File: src/rtl/chain_bus_seq.sv
`timescale 1ns/1ps
module chain_bus_seq #(
  parameter int W = 12
) (
  input  logic         clk,
  input  logic         rst,
  input  logic         en_in_n,
  input  logic [1:0]   mode,
  input  logic         err,
  input  logic [W-1:0] sin_in,
  input  logic [W-1:0] cos_in,
  input  logic [W-1:0] sin_inv,
  input  logic [W-1:0] cos_inv,
  input  logic [W-1:0] vref_in,
  input  logic [W-1:0] gain_in,
  input  logic         quad_a,
  input  logic         quad_b,
  output logic [W-1:0] line_a,
  output logic [W-1:0] line_c,
  output logic         oe_a,
  output logic         oe_c,
  output logic         en_out_n,
  output logic [1:0]   phase
);
  localparam logic [1:0] M_SREF = 2'd0, M_DIFF = 2'd1, M_QUAD = 2'd2;
  localparam logic [1:0] PH_IDLE = 2'd0, PH_ONE = 2'd1, PH_TWO = 2'd2;

  logic [1:0] ph, mode_q;
  logic       armed, done;
  logic       last_pulse, active, quad_ok;

  assign last_pulse = (ph == PH_TWO) || (ph == PH_ONE && mode_q == M_QUAD);

  always_ff @(posedge clk) begin
    if (rst) begin
      ph     <= PH_IDLE;
      mode_q <= M_SREF;
      armed  <= 1'b0;
    end else if (en_in_n) begin
      ph <= PH_IDLE;
    end else begin
      case (ph)
        PH_IDLE: if (!done) begin
          ph     <= PH_ONE;
          mode_q <= (mode == 2'b11) ? M_SREF : mode;
          armed  <= !quad_a && !quad_b;
        end
        PH_ONE:  ph <= (mode_q == M_QUAD) ? PH_IDLE : PH_TWO;
        default: ph <= PH_IDLE;
      endcase
    end
  end

  always_ff @(negedge clk) begin
    if (rst || en_in_n) done <= 1'b0;
    else if (last_pulse) done <= 1'b1;
  end

  assign active   = (ph != PH_IDLE) && !done && !en_in_n;
  assign oe_a     = active;
  assign oe_c     = active;
  assign en_out_n = rst | en_in_n | ~done;
  assign phase    = active ? ph : PH_IDLE;
  assign quad_ok  = armed && !err;

  always_comb begin
    line_a = '0;
    line_c = '0;
    if (active) begin
      case (mode_q)
        M_QUAD: begin
          line_a = {{(W-1){1'b0}}, quad_a & quad_ok};
          line_c = {{(W-1){1'b0}}, quad_b & quad_ok};
        end
        M_DIFF: begin
          line_a = (ph == PH_ONE) ? sin_in : sin_inv;
          line_c = (ph == PH_ONE) ? cos_in : cos_inv;
        end
        default: begin
          line_a = (ph == PH_ONE) ? sin_in : vref_in;
          line_c = (ph == PH_ONE) ? cos_in : gain_in;
        end
      endcase
    end
  end
endmodule


File: config.mk
export PLATFORM = sky130hd
export DESIGN_NAME = chain_bus_seq
export DESIGN_NICKNAME = d
export VERILOG_FILES = /design/src/rtl/chain_bus_seq.sv
export SDC_FILE = /design/constraint.sdc
export NUM_CORES = 1
export LEC_CHECK = 0
export BUFFER_PORTS_ARGS = -buffer_cell sky130_fd_sc_hd__buf_2
export CORE_MARGIN = 2
export CORE_UTILIZATION = 31
export DETAILED_ROUTE_END_ITERATION = 6
export MAX_ROUTING_LAYER = met4
export PLACE_DENSITY_LB_ADDON = 0.05
export SETUP_SLACK_MARGIN = 0.4
export SYNTH_ARGS = -nofsm -noshare
export SYNTH_HDL_FRONTEND = slang
export SYNTH_SLANG_ARGS = --single-unit
File: constraint.sdc
create_clock -name clk -period 1.6 [get_ports clk]
set_clock_uncertainty 0.05 [all_clocks]
set_input_delay 0.16 -clock clk [delete_from_list [all_inputs] [get_ports clk]]
set_output_delay 0.16 -clock clk [all_outputs]
set_load 0.01 [all_outputs]
# Word-level counts from Yosys, hierarchy flattened

Index checks and enable logic that the tools add are counted.

Equal/unequal tests: 6
Multiplexer cells: 13
Bitwise operators: 6
Reductions and logical operators: 16

Operators by type and width:

| operator                                                               | count |
|---|---|
| 12-bit 2-to-1 mux                                                      | 6 |
| 12-bit case mux with 2 select lines                                    | 2 |
| 2-bit 2-to-1 mux                                                       | 4 |
| 2-bit equality test (second input constant)                            | 3 |
| 1-bit logical AND                                                      | 5 |
| 1-bit logical NOT                                                      | 5 |
| 2-bit by 1-bit equality test with 1-bit output (second input constant) | 2 |
| 2-bit case mux with 2 select lines                                     | 1 |
| 3-bit AND reduction                                                    | 1 |
| 1-bit AND                                                              | 2 |
| 2-bit logical NOT                                                      | 1 |
| 1-bit logical OR                                                       | 2 |
| 2-bit inequality test (second input constant)                          | 1 |
| 1-bit inverter                                                         | 2 |
| 1-bit OR                                                               | 2 |
| 2-bit nonzero test                                                     | 1 |
| 2-bit OR reduction                                                     | 1 |

Bits in registers: 6
Input port bits: 80
Output and inout port bits: 29

# Depth between registers and ports, before layout

Depth in word-level cells: 5
Depth in mapped cells: 6

==> impl_metrics.yaml <==
yosys:
  synth_ff_type: "dfxtp_1"
  synth_top_cell_by_area: "o32ai_1"
  synth_seq_area_share_pct: 12.28
  synth_fp_nets: 222
  synth_area_leaders: "o32ai_1, dfxtp_1, a211oi_1, o21ai_0, a2111oi_0"
  syn_area_per_cell_um2: 6.989
  ys_seq_elements: 6
  netlist_instances: 140
  synthArstFlopShare_pct: 0
  yosysWarnings: 0
  yosysUniqueCellTypes: 34
  synth_top_cell_area_share_pct: 12.53
  synth_area_um2: 978.4
  synth-edff-count: 0
layout:
  final_cell_mix: "buf_2, buf_4, o21ai_0, a211oi_2, o32ai_2"
  layout_commonest_cell: "buf_2"
  final_cell_count_no_fill: 307
  nets: 346
  syn2layout_area_growth_pct: 118.8
  antennaDiodeCount: 0
  drive_above_1_share_pct: 72.62
  num-fill-cells: 254
grt:
  grt_max_degree: 44
  track_usage_pct: 23.34
  grt_first_pass_wirelength_um: 6403
  antenna_found_initial: 0
  grt_pass1_vias: 1471
  overflow: 0
placement:
  place_inst: 298
  pre_cts_ws_ps: -671.9
  io_buffers: 108
  hpwl_um: 3262
  gp_congestion: 0.8172
floorplanning:
  dieWidth_um: 60.18
  num_rows: 20
  core_um2: 3028
  dieArea_um2: 3622
  initial_core_util_pct: 32.31
  pin_count: 109
  die_h_um: 60.18
clocking:
  cts_buffer_depth: 2
  postCtsHoldBufs: 0
  cts_max_level: 1
  clk_latency_ps: 310
  cts_tree: "done"
  clkTransAtPathRegs_ps: 50
  cts_root_buffer: "clkbuf_4"
  cts_buffers: 3
  clock_sinks: 6
route:
  route.met3.wl_um: 302
  via_per_inst: 5.358
  drt-pass1-iter-count: 4
  drc_errors: 0
  maxUsedRoutingLayer: "met4"
  drt-initial-drc-count: 66
  vias: 1645
  met2_length_um: 2252
  ant_nets: 0
  wl_per_cell_um: 14.18
  wirelength_um: 4354
  drt-met1-wl_um: 1789
critical_path:
  cp-end-kind: "primary output"
  cp.required_ps: 1390
  cp.arrival_ps: 2330
  crit_fanout: 15
  cp-start-kind: "register"
  crit_type: "register to primary output"
sta:
  slew_headroom_pct: 72.95
  drv_slew: 0
  setup_violations: 34
  worst_pin_slew_ps: 400.7
  hold_viol_final: 0
  rsz0062_at_grt: "true"
  final.setup.worst_slack_ps: -941.5
power_and_ir_drop:
  p_leak_nw: 0.9419
  powerDensity_nw_per_um2: 375.7
  ir_worst_vdd_v: 0.0004809
status:
  failed_checks: "negative setup slack"
  status: "finished, violations left"
flow_run:
  drv_cap: 0
hold_path:
  worstHoldPathType: "primary input to register"
==> report_power, final <==
group          internal [mW]  switching, mW  total [mW]
registers              0.155        0.00476       0.160
clock network         0.0986         0.0716       0.170
logic                  0.230          0.245       0.475
==> kinds of logic after synthesis <==
family	after synthesis	share of synthesized area (%)
buffers and inverters	23	11.89
DFF	6	12.28
and+or+nand+nor	36	20.97
muxes	2	2.046
AOI/OAI and AO/OA	71	50.26
adders and majority gates	2	2.557
==> layer usage <==
layer  vias up  GRT usage, %
li1        811             -
met2        66         40.53
met5         -             -
met3         2         1.515
met1       766         28.83
met4         0         6.667
==> through the flow <==
stage / TNS [ps] / utilization (%) / power, mW / hold WS, ps / cell area, um^2
floorplan: -14680 / - / 0.4193 / 172.4 / 1284
global placement: -17890 / 65.29 / 0.6015 / 363.1 / 1977
detailed placement: -18740 / 65.29 / 0.6148 / 375.6 / 1977
CTS: -27240 / 67.81 / 0.7919 / 106.0 / 2053
global route: -30420 / 70.70 / 0.8649 / 138.9 / 2141
finish: -27290 / 70.70 / 0.8043 / 139.1 / 2141
==> Yosys cell counts (2+ instances only) <==
cell type,n
a211oi_1,15
o21ai_0,22
o32ai_1,14
dfxtp_1,6
a31oi_1,2
a2111oi_0,7
buf_2,3
buf_6,2
nand3b_1,2
buf_4,3
ha_1,2
mux2i_1,2
a21oi_1,5
nor2_1,10
nand2_1,4
nor3_1,8
nor4_1,2
inv_1,4
a221oi_1,2
clkbuf_1,10
and4b_1,2
==> worst max-delay path, stage by stage (launching register included) <==
cell and delay (ps):
dfxtp_4 360, nor3b_4 220, buf_12 180, o32ai_2 90, a211oi_2 210, buf_2 160
==> worst paths after layout <==
check	start	end	slack, ps	cells past startpoint
max	done	line_c[6]	-940	5
min	quad_b	armed	140	3
max reg2reg	done	mode_q[0]	-640	6
min reg2reg	armed	armed	420	2
==> registers in the layout, indices dropped and copies added, names as in the netlist <==
register / flops
armed: 1
ph: 2
mode_q: 2
done: 1
==> cell type report <==
class	count	area, um^2	area share (%)
repair buffers	137	813.3	37.99
inverters	4	15.01	0.7013
clock buffers	4	26.28	1.227
well taps	44	55.05	2.572
clock inverters	1	3.754	0.1753
multi-input cells	111	1101	51.43
flip-flops and latches	6	126.4	5.903
==> repair_timing <==
item,CTS,global route
setup endpoints to repair,34,35
buffers inserted,3,2
resized for setup,8,14
pin swaps,4,7
Note: power is estimated with default switching activity, not from simulation.
